**src/rtl/evt_pkg.sv**
```systemverilog
package evt_pkg;
   localparam int ROUTE_W = 5;
   localparam int B_IEN   = 2;
   localparam int B_TYPE  = 3;
   localparam int B_PCAP  = 4;
   localparam int B_SIZE  = 5;
   localparam int B_VSET  = 6;
   localparam int B_M32   = 8;
   localparam int B_ROUTE = 9;
   localparam int IMG_W   = 16;

   typedef struct packed {
      logic [ROUTE_W-1:0] route;
      logic               m32;
      logic               periodic;
      logic               ien;
   } chan_cfg_t;

   function automatic logic [IMG_W-1:0] cfg_image(chan_cfg_t c, logic pcap, logic size);
      logic [IMG_W-1:0] v;
      v                        = '0;
      v[B_IEN]                 = c.ien;
      v[B_TYPE]                = c.periodic;
      v[B_PCAP]                = pcap;
      v[B_SIZE]                = size;
      v[B_M32]                 = c.m32;
      v[B_ROUTE +: ROUTE_W]    = c.route;
      return v;
   endfunction
endpackage

```
**src/rtl/evt_chan.sv**
```systemverilog
module evt_chan
   import evt_pkg::*;
#(
   parameter int CNT_W   = 64,
   parameter bit WIDE    = 1'b1,
   parameter bit PER_CAP = 1'b1
) (
   input  logic             clk,
   input  logic             rst_n,
   input  logic [CNT_W-1:0] cnt_i,
   input  logic             cfg_we_i,
   input  logic             cmp_we_i,
   input  logic             st_clr_i,
   input  logic [CNT_W-1:0] wdata_i,
   output chan_cfg_t        cfg_o,
   output logic [CNT_W-1:0] cmp_o,
   output logic             fire_o,
   output logic             status_o
);
   localparam int               HALF      = CNT_W / 2;
   localparam logic [CNT_W-1:0] LOW_MASK  = {{HALF{1'b0}}, {HALF{1'b1}}};
   localparam logic [CNT_W-1:0] FULL_MASK = '1;
   localparam logic [CNT_W-1:0] CMP_INIT  = WIDE ? FULL_MASK : LOW_MASK;

   if (CNT_W < IMG_W || (CNT_W % 2) != 0) begin : g_bad_width
      $error("evt_chan: CNT_W must be even and at least %0d", IMG_W);
   end

   logic               ien_q;
   logic [ROUTE_W-1:0] route_q;
   logic               m32_q;
   logic               m32_rise;
   logic               per_q;
   logic               arm_q;
   logic [CNT_W-1:0]   period_q;
   logic [CNT_W-1:0]   cmp_q;
   logic               st_q;
   logic               narrow;
   logic [CNT_W-1:0]   mask;
   logic [CNT_W-1:0]   sum;

   always_ff @(posedge clk or negedge rst_n) begin
      if (!rst_n) begin
         ien_q   <= 1'b0;
         route_q <= '0;
      end else if (cfg_we_i) begin
         ien_q   <= wdata_i[B_IEN];
         route_q <= wdata_i[B_ROUTE +: ROUTE_W];
      end
   end

   if (WIDE) begin : g_wide
      always_ff @(posedge clk or negedge rst_n) begin
         if (!rst_n)        m32_q <= 1'b0;
         else if (cfg_we_i) m32_q <= wdata_i[B_M32];
      end
      assign m32_rise = cfg_we_i && wdata_i[B_M32] && !m32_q;

      AST_NARROW_UPPER_ZERO: assert property (@(posedge clk) disable iff (!rst_n)
         m32_q |-> (cmp_q[CNT_W-1:HALF] == '0));
   end else begin : g_narrow
      assign m32_q    = 1'b0;
      assign m32_rise = 1'b0;
   end

   assign narrow = m32_q || !WIDE;
   assign mask   = narrow ? LOW_MASK : FULL_MASK;
   assign fire_o = ((cnt_i ^ cmp_q) & mask) == '0;
   assign sum    = (cmp_q + period_q) & mask;

   if (PER_CAP) begin : g_periodic
      always_ff @(posedge clk or negedge rst_n) begin
         if (!rst_n) begin
            per_q    <= 1'b0;
            arm_q    <= 1'b0;
            period_q <= '0;
         end else if (cfg_we_i) begin
            per_q <= wdata_i[B_TYPE];
            arm_q <= wdata_i[B_VSET] && wdata_i[B_TYPE];
            if (m32_rise) period_q <= period_q & LOW_MASK;
         end else if (cmp_we_i) begin
            arm_q <= 1'b0;
            if (arm_q) period_q <= wdata_i & mask;
         end
      end

      AST_ARM_SELF_CLEAR: assert property (@(posedge clk) disable iff (!rst_n)
         (cmp_we_i && !cfg_we_i) |=> !arm_q);
      AST_PERIOD_STEP: assert property (@(posedge clk) disable iff (!rst_n)
         (fire_o && per_q && !cmp_we_i && !cfg_we_i)
         |=> (((cmp_q - $past(cmp_q)) & $past(mask)) == ($past(period_q) & $past(mask))));
   end else begin : g_oneshot
      assign per_q    = 1'b0;
      assign arm_q    = 1'b0;
      assign period_q = '0;
   end

   always_ff @(posedge clk or negedge rst_n) begin
      if (!rst_n)                cmp_q <= CMP_INIT;
      else if (cmp_we_i)         cmp_q <= wdata_i & mask;
      else if (m32_rise)         cmp_q <= cmp_q & LOW_MASK;
      else if (fire_o && per_q)  cmp_q <= sum;
   end

   always_ff @(posedge clk or negedge rst_n) begin
      if (!rst_n) st_q <= 1'b0;
      else        st_q <= fire_o || (st_q && !st_clr_i);
   end

   AST_FIRE_LATCHES: assert property (@(posedge clk) disable iff (!rst_n)
      fire_o |=> st_q);
   AST_CLEAR_W1C: assert property (@(posedge clk) disable iff (!rst_n)
      (st_clr_i && !fire_o) |=> !st_q);
   AST_ONESHOT_HOLD: assert property (@(posedge clk) disable iff (!rst_n)
      (!per_q && !cmp_we_i && !m32_rise) |=> $stable(cmp_q));

   assign cfg_o.ien      = ien_q;
   assign cfg_o.periodic = per_q;
   assign cfg_o.m32      = m32_q;
   assign cfg_o.route    = route_q;
   assign cmp_o          = cmp_q;
   assign status_o       = st_q;
endmodule

```
**src/rtl/evt_route.sv**
```systemverilog
module evt_route
   import evt_pkg::*;
#(
   parameter int NCH    = 3,
   parameter int NLINES = 24,
   parameter int LEG0   = 0,
   parameter int LEG1   = 8
) (
   input  logic                   clk,
   input  logic                   rst_n,
   input  logic [NCH-1:0]         req_i,
   input  logic [NCH*ROUTE_W-1:0] route_i,
   input  logic                   legacy_i,
   output logic [NLINES-1:0]      lines_o
);
   localparam logic [ROUTE_W-1:0] L0 = ROUTE_W'(LEG0);
   localparam logic [ROUTE_W-1:0] L1 = ROUTE_W'(LEG1);

   if (NLINES < 1 || NLINES > (1 << ROUTE_W)) begin : g_bad_lines
      $error("evt_route: NLINES out of range");
   end
   if (LEG0 >= NLINES || LEG1 >= NLINES) begin : g_bad_leg
      $error("evt_route: legacy line outside NLINES");
   end

   logic [ROUTE_W-1:0] eff [NCH];

   for (genvar c = 0; c < NCH; c++) begin : g_eff
      if (c == 0) begin : g_leg0
         assign eff[c] = legacy_i ? L0 : route_i[c*ROUTE_W +: ROUTE_W];
      end else if (c == 1) begin : g_leg1
         assign eff[c] = legacy_i ? L1 : route_i[c*ROUTE_W +: ROUTE_W];
      end else begin : g_plain
         assign eff[c] = route_i[c*ROUTE_W +: ROUTE_W];
      end
   end

   for (genvar l = 0; l < NLINES; l++) begin : g_line
      logic hit;
      always_comb begin
         hit = 1'b0;
         for (int c = 0; c < NCH; c++) begin
            hit = hit | (req_i[c] && (eff[c] == ROUTE_W'(l)));
         end
      end
      assign lines_o[l] = hit;
   end

   AST_LINE_HAS_SOURCE: assert property (@(posedge clk) disable iff (!rst_n)
      (|lines_o) |-> (|req_i));
endmodule

```
**src/rtl/evt_cmp_top.sv**
```systemverilog
module evt_cmp_top
   import evt_pkg::*;
#(
   parameter int CNT_W     = 64,
   parameter int NUM_CH    = 3,
   parameter int NUM_LINES = 24,
   parameter int LEG0_LINE = 0,
   parameter int LEG1_LINE = 8,
   localparam int CH_AW    = $clog2(NUM_CH + 1),
   localparam int ADDR_W   = CH_AW + 1
) (
   input  logic                 clk,
   input  logic                 rst_n,
   input  logic [CNT_W-1:0]     main_cnt_i,
   input  logic                 legacy_i,
   input  logic                 bus_wr_i,
   input  logic [ADDR_W-1:0]    bus_addr_i,
   input  logic [CNT_W-1:0]     bus_wdata_i,
   output logic [CNT_W-1:0]     bus_rdata_o,
   output logic [NUM_LINES-1:0] irq_o
);
   localparam logic [CH_AW-1:0] STAT_IDX = CH_AW'(NUM_CH);

   if (NUM_CH < 1 || NUM_CH > CNT_W) begin : g_bad_ch
      $error("evt_cmp_top: NUM_CH out of range");
   end

   logic [CH_AW-1:0]         sel_ch;
   logic                     is_cmp;
   logic                     stat_wr;
   chan_cfg_t                cfg   [NUM_CH];
   logic [CNT_W-1:0]         cmpv  [NUM_CH];
   logic [CNT_W-1:0]         img   [NUM_CH];
   logic [NUM_CH-1:0]        fire;
   logic [NUM_CH-1:0]        status;
   logic [NUM_CH-1:0]        req;
   logic [NUM_CH*ROUTE_W-1:0] routes;

   assign sel_ch  = bus_addr_i[ADDR_W-1:1];
   assign is_cmp  = bus_addr_i[0];
   assign stat_wr = bus_wr_i && (sel_ch == STAT_IDX) && !is_cmp;

   for (genvar i = 0; i < NUM_CH; i++) begin : g_ch
      localparam bit IS_MAIN = (i == 0);
      logic sel;
      assign sel = (sel_ch == CH_AW'(i));

      evt_chan #(
         .CNT_W  (CNT_W),
         .WIDE   (IS_MAIN),
         .PER_CAP(IS_MAIN)
      ) chan_i (
         .clk      (clk),
         .rst_n    (rst_n),
         .cnt_i    (main_cnt_i),
         .cfg_we_i (bus_wr_i && sel && !is_cmp),
         .cmp_we_i (bus_wr_i && sel && is_cmp),
         .st_clr_i (stat_wr && bus_wdata_i[i]),
         .wdata_i  (bus_wdata_i),
         .cfg_o    (cfg[i]),
         .cmp_o    (cmpv[i]),
         .fire_o   (fire[i]),
         .status_o (status[i])
      );

      assign img[i]                      = CNT_W'(cfg_image(cfg[i], IS_MAIN, IS_MAIN));
      assign req[i]                      = status[i] && cfg[i].ien;
      assign routes[i*ROUTE_W +: ROUTE_W] = cfg[i].route;
   end

   always_comb begin
      bus_rdata_o = '0;
      if (sel_ch == STAT_IDX) begin
         if (!is_cmp) bus_rdata_o = CNT_W'(status);
      end else begin
         for (int i = 0; i < NUM_CH; i++) begin
            if (sel_ch == CH_AW'(i)) bus_rdata_o = is_cmp ? cmpv[i] : img[i];
         end
      end
   end

   evt_route #(
      .NCH   (NUM_CH),
      .NLINES(NUM_LINES),
      .LEG0  (LEG0_LINE),
      .LEG1  (LEG1_LINE)
   ) route_i (
      .clk     (clk),
      .rst_n   (rst_n),
      .req_i   (req),
      .route_i (routes),
      .legacy_i(legacy_i),
      .lines_o (irq_o)
   );

   AST_STATUS_ONLY_BY_FIRE: assert property (@(posedge clk) disable iff (!rst_n)
      (!fire[0] && !status[0]) |=> !status[0]);
endmodule

```
**config.mk**
```make
export PLATFORM = sky130hd
export DESIGN_NAME = evt_cmp_top
export DESIGN_NICKNAME = d
export VERILOG_FILES = /design/src/rtl/evt_pkg.sv /design/src/rtl/evt_chan.sv /design/src/rtl/evt_route.sv /design/src/rtl/evt_cmp_top.sv
export SDC_FILE = /design/constraint.sdc
export NUM_CORES = 1
export LEC_CHECK = 0
export ABC_AREA = 1
export BUFFER_PORTS_ARGS = -buffer_cell sky130_fd_sc_hd__buf_2
export CELL_PAD_IN_SITES_DETAIL_PLACEMENT = 1
export CELL_PAD_IN_SITES_GLOBAL_PLACEMENT = 1
export CORE_MARGIN = 1.5
export CORE_UTILIZATION = 42
export CTS_CLUSTER_DIAMETER = 50
export DETAILED_ROUTE_END_ITERATION = 10
export MAX_ROUTING_LAYER = met4
export PLACE_DENSITY = 0.92
export SLEW_MARGIN = 25
export SYNTH_ARGS = -nofsm -noshare
export SYNTH_HDL_FRONTEND = slang
export SYNTH_SLANG_ARGS = --single-unit
```
**constraint.sdc**
```tcl
create_clock -name clk -period 2.9 [get_ports clk]
set_input_delay 0.29 -clock clk [delete_from_list [all_inputs] [get_ports clk]]
set_output_delay 0.29 -clock clk [all_outputs]
set_load 0.03 [all_outputs]
```
# Yosys cells after proc, flatten, opt, wreduce, memory -nomap -nowiden
# Index checks and enable logic that the tools add are counted.
# op_classes
n_addsub	1
multipliers	0
n_div	0
order_cmp	0
eq_ne	74
shift	0
muxes	20
bitwise	55
reduce_logical	118
# op_table
op	count
64-bit 2-to-1 mux	13
64-bit AND	3
64-bit zero test	3
5-bit by 4-bit equality test with 1-bit output (second input constant)	24
5-bit equality test (second input constant)	24
1-bit logical AND	96
64-bit adder	1
32-bit 2-to-1 mux	2
32-bit XOR	2
64-bit XOR	1
5-bit by 3-bit equality test with 1-bit output (second input constant)	12
1-bit OR	48
5-bit by 2-bit equality test with 1-bit output (second input constant)	6
5-bit by 1-bit equality test with 1-bit output (second input constant)	3
5-bit zero test	3
5-bit 2-to-1 mux	2
3-bit AND reduction	2
2-bit nonzero test	3
1-bit zero test	5
2-bit equality test (second input constant)	2
1-bit logical OR	3
3-bit 2-to-1 mux	1
3-bit nonzero test	1
2-bit by 1-bit equality test with 1-bit output (second input constant)	1
other kinds (6)	7
# totals
ff_bits	216
latchBits	0
ram_bits	0
romBits	0
output_inout_bits	88
n_memories	0

# Depth between registers and ports, before layout
# Gate-level depths: netlist of the first run.
# depth
depth_word	7
ltp_mapped	16
depth_no_buf	16

# Hierarchy
# Synthesis of the first run repeated with hierarchy kept, for this count alone.
# unflattened
cells_unflattened	3369
area_unflattened_um2	20868.8
# modules_own_cells
mod	n_inst	cells_per_inst	area_per_inst_um2
evt_chan (g_ch[0].chan_i)	1	2334	13312.8
evt_chan (g_ch[1].chan_i ...)	2	231	2319.7
evt_cmp_top	1	376	1886.8
evt_route	1	197	1029.7

# Least setup slack after synthesis of the first run
# Ideal clock, no wire load.
# synth_timing
path_kind	input-to-output
from	input bus_addr_i[0]
to	output bus_rdata_o[15]
t_arrival_ns	1.978
setup_slack_ns	0.632
cell_stages	5
path_buffers	1
path_cell_list	buf_2 -> clkinv_1 -> a21oi_1 -> clkinv_1 -> a221oi_1
# synth_via
elab_chain_cells	5
word_cells_on_any_way	7
cone_classes	mux: 7
# synth_lines
item	line	source
start, declared	evt_cmp_top.sv:17	input logic [ADDR_W-1:0] bus_addr_i,
64-bit 2-to-1 mux (3 in a row)	evt_cmp_top.sv:77	if (sel_ch == CH_AW'(i)) bus_rdata_o = is_cmp ? cmpv[i] : img[i];
64-bit 2-to-1 mux (*)	evt_cmp_top.sv:77	
64-bit 2-to-1 mux (*)	evt_cmp_top.sv:73	if (sel_ch == STAT_IDX) begin
end, declared	evt_cmp_top.sv:19	output logic [CNT_W-1:0] bus_rdata_o,
# Mark *: on every way between the ends. The rest lies on a longest branch, timed or not.

# Worst setup path after layout of the first run
# layout_timing
from	register g_ch[0].chan_i.m32_q
to	register g_ch[0].chan_i.cmp_q[37]
# layout_via
elab_chain_cells	5
word_cells_on_any_way	12
cone_classes	mux: 4; bitwise: 3; reduce/logical: 5
# layout_lines
item	line	source
start, declared	evt_chan.sv:31	logic m32_q;
start signal, assigned	evt_chan.sv:55	else if (cfg_we_i) m32_q <= wdata_i[B_M32];
64-bit 2-to-1 mux	evt_chan.sv:67	assign mask = narrow ? LOW_MASK : FULL_MASK;
64-bit AND (on tied branches)	evt_chan.sv:68, evt_chan.sv:69	
64-bit zero test or 64-bit 2-to-1 mux (tied branches)	evt_chan.sv:68, evt_chan.sv:102	
1-bit logical AND or 64-bit 2-to-1 mux (tied branches)	evt_chan.sv:102, evt_chan.sv:101	
3-bit nonzero test (no source line) or 64-bit 2-to-1 mux (tied branches)	-	
end signal, assigned	evt_chan.sv:100	else if (cmp_we_i) cmp_q <= wdata_i & mask;
end signal, assigned	evt_chan.sv:101	else if (m32_rise) cmp_q <= cmp_q & LOW_MASK;
end signal, assigned	evt_chan.sv:102	else if (fire_o && per_q) cmp_q <= sum;
end, declared	evt_chan.sv:36	logic [CNT_W-1:0] cmp_q;
# Parallel ways exist; a longest one is shown, timed or not. The select of a mux whose other input is x is not followed.
# A chain may end at the register's enable or synchronous reset.

==> qor.yml, run 1 <==
synth-edff-count: 0
tightest_slew_ns: 0.850
synth_seq_cells: 216
die_area_um2: 46600
leakage_nw: 12.1
placeableCoreArea_um2: 44500
cts_tree: "built"
dp_slack_ns: 0.188
worst-path-max-fanout: 52
cts_sinks: 216
place.gp.congestion: 1.04
ff_latch_area_um2: 5570
drtAntennaViolNets: 0
antenna_found_initial: 2
intPower_mw: 10.4
via_count: 23000
cap_violations: 0
outcome: "complete, no violations"
synthesis.nets: 3407
syn_area_per_cell_um2: 5.93
async_flop_share_pct: 100
port_buffers: 222
fin_cells: 4031
synth_area_leaders: "nand2_1, dfstp_2, dfrtp_1"
min_period_ns: 2.85
hp-class: "in -> reg"
drt-total-wl_um: 88100
postLayoutCellArea_um2: 22100
fin_setup_tns_ns: 0
place_hpwl_um: 67700
fillers: 6301
dr.first_iter.drc_count: 2295
cts-root-buf: "clkbuf_16"
p_clk_share_pct: 21.9
syn-cell-area_um2: 19000
row_count: 77
timing.final.max_slew_violations: 0
clock_latency_ns: 0.58
synth-main-ff-cell: "dfstp_2"
ctsLongestPathBuffers: 3
avgViaCountPerCell: 5.70
place_inst: 3963
startpoint: "g_ch[0].chan_i.m32_q$_DFFE_PN0P_"
clk_pin_slew_worst_paths_ns: 0.06
layout-drive-gt1-share_pct: 14.7
start_kind: "flip-flop"
synth_warnings: 0
initial_core_util_pct: 42.8
r2r-start: "g_ch[0].chan_i.m32_q$_DFFE_PN0P_"
p_seq_share_pct: 26.7
powerDensity_nw_per_um2: 931
pwr-share-comb_pct: 51.4
ios: 223
grt_pass1_vias: 23600
nNetsFinal: 3612
grt_max_degree: 69
max-slew-margin-rel_pct: 43.3
max_freq_ghz: 0.351
synth_cell_type_count: 43
final_cell_mix: "nand2_1, inv_1, nor2_1"
power_switching_mw: 10.2
layout_commonest_cell: "nand2_1"
chipHeight_um: 216
setup_violations: 0
cts-buffers-inserted: 34
area_growth_pct: 16.2
wl_per_cell_um: 21.9
ir_drop_v: 0.000413
skew_ns: 0.0529
drc_errors: 0
overflow: 0
fin_ws_ns: 0.0525
min_from: "bus_wdata_i[52]"
worst-setup-path-type: "reg -> reg"
arrival_ns: 3.32
multi_input_area_um2: 10700
setup.worst_path.end_class: "flip-flop"
hold_viol: 0
grt_usage_pct: 38.8
synth_top_cell_by_area: "nand2_1"
switching_share_pct: 49.3
synth_top_area_share_pct: 23.7
cts_max_level: 2
period_share_pct: 98.2
grt_pass1_wl_um: 136000
hold_slack_ns: 0.0171
yosysSeqAreaShare_pct: 29.2
required_ns: 3.37
die_w_um: 216
place_area_um2: 20800
first_pass_iters: 6
postSynthCellCount: 3208
## timing repair
item / CTS / global route
endpoints found under the hold margin: 23 / 0
setup buffers: 0 / 1
setup endpoints to repair: 0 / 9
hold buffers: 5 / 0
resized for setup: 0 / 3
## synthesized netlist by cell type (3+ instances only)
cell and number:
ha_1 63, nor4_1 8, nor3_1 21, or2_1 8, nor2_4 4, inv_1 569, o22ai_1 16, o21ai_0 225
nor2_2 4, dfstp_2 128, o221ai_1 13, a21oi_1 101, and2_1 3, or2_2 6, and3_1 3, nor2_1 271
a22oi_1 5, nand3_1 157, xor2_1 13, buf_4 27, o2111ai_1 7, buf_2 21, clkbuf_1 59, dfrtp_1 88
xnor2_1 46, nand4_1 55, nand2_1 1202, o21ai_1 20, inv_2 20, o211ai_1 14, nand3b_1 15
## power groups by stage
stage / Combinational (mW) / Clock (mW) / Sequential, mW
4_1_cts: 10.3 / 4.52 / 5.44
5_1_grt: 11.7 / 4.64 / 5.58
3_5_place_dp: 10.1 / 0 / 5.44
2_1_floorplan: 7.00 / 0 / 4.96
3_3_place_gp: 9.68 / 0 / 5.36
6_report: 10.6 / 4.51 / 5.50
## metrics by stage
step	util [%]	power [mW]
6_report	49.7	20.6
5_1_grt	49.7	21.9
4_1_cts	49.7	20.3
3_5_place_dp	46.8	15.5
3_3_place_gp	46.8	15.0
2_1_floorplan	-	12.0
## layout make-up
| cell class | count | share of cell area [%] |
|---|---|---|
| sequential | 216 | 25.2 |
| tap | 592 | 3.35 |
| inverter | 591 | 10.0 |
| clock inverter | 22 | 1.37 |
| antenna | 1 | 0.0113 |
| multi-input combinational | 2291 | 48.5 |
| clock buffer | 39 | 4.11 |
| timing repair buffer | 279 | 7.51 |
## layer usage
layer / part of all wire [%] / routed length, um / vias to the layer above / GRT usage, %
li1: - / - / 10300 / -
met1: 39 / 34800 / 11000 / 46.9
met2: 46 / 40100 / 1280 / 61.5
met3: 8.8 / 7740 / 377 / 6.41
met4: 6.3 / 5520 / 0 / 21.4
met5: 0 / 0 / - / -
## final timing paths
check,endpoint,slack (ns),depth (start not counted)
min in group asynchronous,g_ch[1].chan_i.status_o$_DFF_PN0_,0.27,2
hold reg to reg,g_ch[1].chan_i.route_q[2]$_DFFE_PN0P_,0.48,2
setup / recovery,g_ch[0].chan_i.cmp_o[37]$_DFFE_PN1P_,0.05,12
setup reg to reg,g_ch[0].chan_i.cmp_o[37]$_DFFE_PN1P_,0.05,12
max in group asynchronous,g_ch[0].chan_i.cmp_o[16]$_DFFE_PN1P_,1.75,3
hold / removal,g_ch[0].chan_i.period_q[52]$_DFFE_PN0P_,0.02,3
## critical path: stages (launching register included)
cell      delay (ns)
dfrtp_1         0.35
clkinv_2        0.15
buf_12          0.23
nand3_1         0.12
nand2_1         0.05
nor2_1          0.18
nand2_1         0.17
nor2_2          0.42
nand4_4         0.21
nand2_2         0.37
inv_2           0.25
nand2_1         0.12
nand2_1         0.06
## flip-flops by register name (all words and copies together), names as in the netlist
register / flops
g_ch.chan_i.route_q: 15
g_ch.chan_i.ien_q: 3
g_ch.chan_i.period_q: 64
g_ch.chan_i.status_o: 3
g_ch.chan_i.m32_q: 1
g_ch.chan_i.per_q: 1
g_ch.chan_i.arm_q: 1
g_ch.chan_i.cmp_o: 128
## cells by family (layout without fill, tap and decap cells)
group / Yosys count / in the layout / synth area share, %
fa+ha+maj: 64 / 64 / 4.25
simple gates: 1760 / 1760 / 37.6
buf+inv: 701 / 931 / 14.6
compound gates: 408 / 408 / 11.7
xor+xnor: 59 / 59 / 2.71
flops: 216 / 216 / 29.2
other cells: 0 / 1 / 0
No activity file was read; power rests on OpenSTA's default activity.
==> run 2: changes to the inputs <==
==> constraint.sdc (replaced) <==
create_clock -name clk -period 3.2 [get_ports clk]
set_input_delay 0.32 -clock clk [delete_from_list [all_inputs] [get_ports clk]]
set_output_delay 0.32 -clock clk [all_outputs]
set_load 0.03 [all_outputs]
==> qor.yml, run 2 (synthesis results as in run 1) <==
grtUsageMet2_pct: 59.7
worst-setup-path-type: "reg -> reg"
timing.final.max_slew_violations: 0
skew_ns: 0.0292
dp_slack_ns: 0.311
grt_pass1_wl_um: 134000
nNetsFinal: 3600
intPower_mw: 9.35
cts_max_level: 2
overflow: 0
path_buf_inv: 3
required_ns: 3.67
min_period_ns: 2.91
outcome: "complete, no violations"
hp-class: "in -> reg"
grtUsageMet3_pct: 8.26
place_area_um2: 20700
largest_reg_flops: 128
start_kind: "flip-flop"
p_seq_share_pct: 27.0
cpLargestDelayFamily: "simple AND/OR/NAND/NOR gates"
leakage_nw: 12.0
drtAntennaViolNets: 0
setup_violations: 0
crit_top_cell: "nand2_1"
cts_sinks: 216
postLayoutCellArea_um2: 21900
grt_pass1_vias: 23100
grt_max_degree: 75
dr.first_iter.drc_count: 2324
arrival_ns: 3.39
final_core_util_pct: 49.3
layout_commonest_cell: "nand2_1"
rsz0062_at_grt: "false"
via_count: 22600
wl_per_cell_um: 21.6
ctsLongestPathBuffers: 3
crit_chain: "clkinv_2 -> buf_4 -> nand3_1 -> nand2_1 -> nor2_1 -> nand2_1 -> nor2_2 -> nand4_4 -> nand2_2 -> inv_2 -> nand2_1 -> nand2_1"
grtUsageMet1_pct: 46.1
drc_errors: 0
cts-buffers-inserted: 35
die_area_um2: 46600
cts_tree: "built"
row_count: 77
placeableCoreArea_um2: 44500
final_cell_mix: "nand2_1, inv_1, nor2_1"
clk_pin_slew_worst_paths_ns: 0.05
ir_drop_v: 0.000383
layout-drive-gt1-share_pct: 14.4
worst-path-max-fanout: 20
port_buffers: 222
fin_ws_ns: 0.286
antenna_found_initial: 2
cp_slowest_cell: "nand2_2"
cpPeakStageDelay_ns: 0.45
grt-busiest-layer: "met2"
first_pass_iters: 6
setup.worst_path.end_class: "flip-flop"
fillers: 6325
area_growth_pct: 15.2
die_w_um: 216
max_freq_ghz: 0.343
switching_share_pct: 49.3
cts-root-buf: "clkbuf_16"
grt_usage_pct: 38.2
drt-total-wl_um: 86800
clock_latency_ns: 0.57
powerDensity_nw_per_um2: 841
hold_viol: 0
power_switching_mw: 9.08
cap_violations: 0
chipHeight_um: 216
ios: 223
fin_setup_tns_ns: 0
tightest_slew_ns: 0.751
place.gp.congestion: 1.01
avgViaCountPerCell: 5.62
period_share_pct: 91.1
pwr-share-comb_pct: 51.4
p_clk_share_pct: 21.6
initial_core_util_pct: 42.8
max-slew-margin-rel_pct: 49.8
place_hpwl_um: 67000
==> run 2: cell types whose count changed in the layout (fill, tap and decap cells not counted), moves of 2 or more <==
cell	previous run	this run
buf_12	8	3
buf_4	44	39
clkbuf_1	1	4
dlygate4sd3_1	5	2
bufinv_16	5	3
nand2_1	1198	1200
nand2_2	6	4
==> run 2: cell type report <==
class	instances	area, um2	area share [%]
diodes	2	5.00	0.0228
clock buffers	44	960	4.38
clock inverters	19	228	1.04
inverters	591	2220	10.1
multi-input cells	2291	10700	48.9
flip-flops and latches	216	5570	25.4
well taps	592	741	3.38
repair buffers	266	1490	6.81
==> run 2: path summary, 6_finish.rpt <==
kind | start | end | slack (ns) | cells past startpoint
max | g_ch[0].chan_i.m32_q$_DFFE_PN0P_ | g_ch[0].chan_i.cmp_o[40]$_DFFE_PN1P_ | 0.29 | 12
min | bus_wdata_i[9] | g_ch[0].chan_i.route_q[0]$_DFFE_PN0P_ | 0.03 | 3
max reg2reg | g_ch[0].chan_i.m32_q$_DFFE_PN0P_ | g_ch[0].chan_i.cmp_o[40]$_DFFE_PN1P_ | 0.29 | 12
min reg2reg | g_ch[1].chan_i.cmp_o[8]$_DFFE_PN1P_ | g_ch[1].chan_i.cmp_o[8]$_DFFE_PN1P_ | 0.49 | 2
max in group asynchronous | rst_n | g_ch[0].chan_i.cmp_o[47]$_DFFE_PN1P_ | 1.87 | 3
min in group asynchronous | rst_n | g_ch[0].chan_i.period_q[25]$_DFFE_PN0P_ | 0.33 | 2
==> run 2: power by group through the flow <==
stage	logic [mW]	clock network, mW	registers (mW)
after floorplan	6.34	0	4.49
final	9.47	3.99	4.98
after global placement	8.74	0	4.88
after global routing	10.5	4.11	5.05
after detailed placement	9.06	0	4.93
after CTS	9.26	4.00	4.93
==> run 2: per-stage QoR <==
| step | cells | total power [mW] | hold WS (ns) |
|---|---|---|---|
| 6_report | 4021 | 18.4 | 0.0291 |
| 5_1_grt | 4021 | 19.7 | 0.0599 |
| 4_1_cts | 4019 | 18.2 | 0.0141 |
| 3_5_place_dp | 3954 | 14.0 | 0.339 |
| 3_3_place_gp | 3954 | 13.6 | 0.326 |
| 2_1_floorplan | 3208 | 10.8 | 0.0244 |
==> run 2: timing repair <==
item / CTS / global route
buffers inserted: 0 / 0
resized for setup: 0 / 0
hold buffers: 2 / 0
endpoints found under the hold margin: 31 / 0
==> run 2: worst reg2reg max path, delay by kind of cell (launching register included) <==
| kind | cells | cell delay, ns |
|---|---|---|
| simple gates | 9 | 1.59 |
| buf+inv | 3 | 0.92 |
| flops | 1 | 0.34 |
==> run 2: per-layer routing <==
layer  wire length (um)  part of all wire, %
met5                  0                    0
met4               5220                  6.0
met3               7750                  8.9
met2              39000                   45
met1              34800                   40
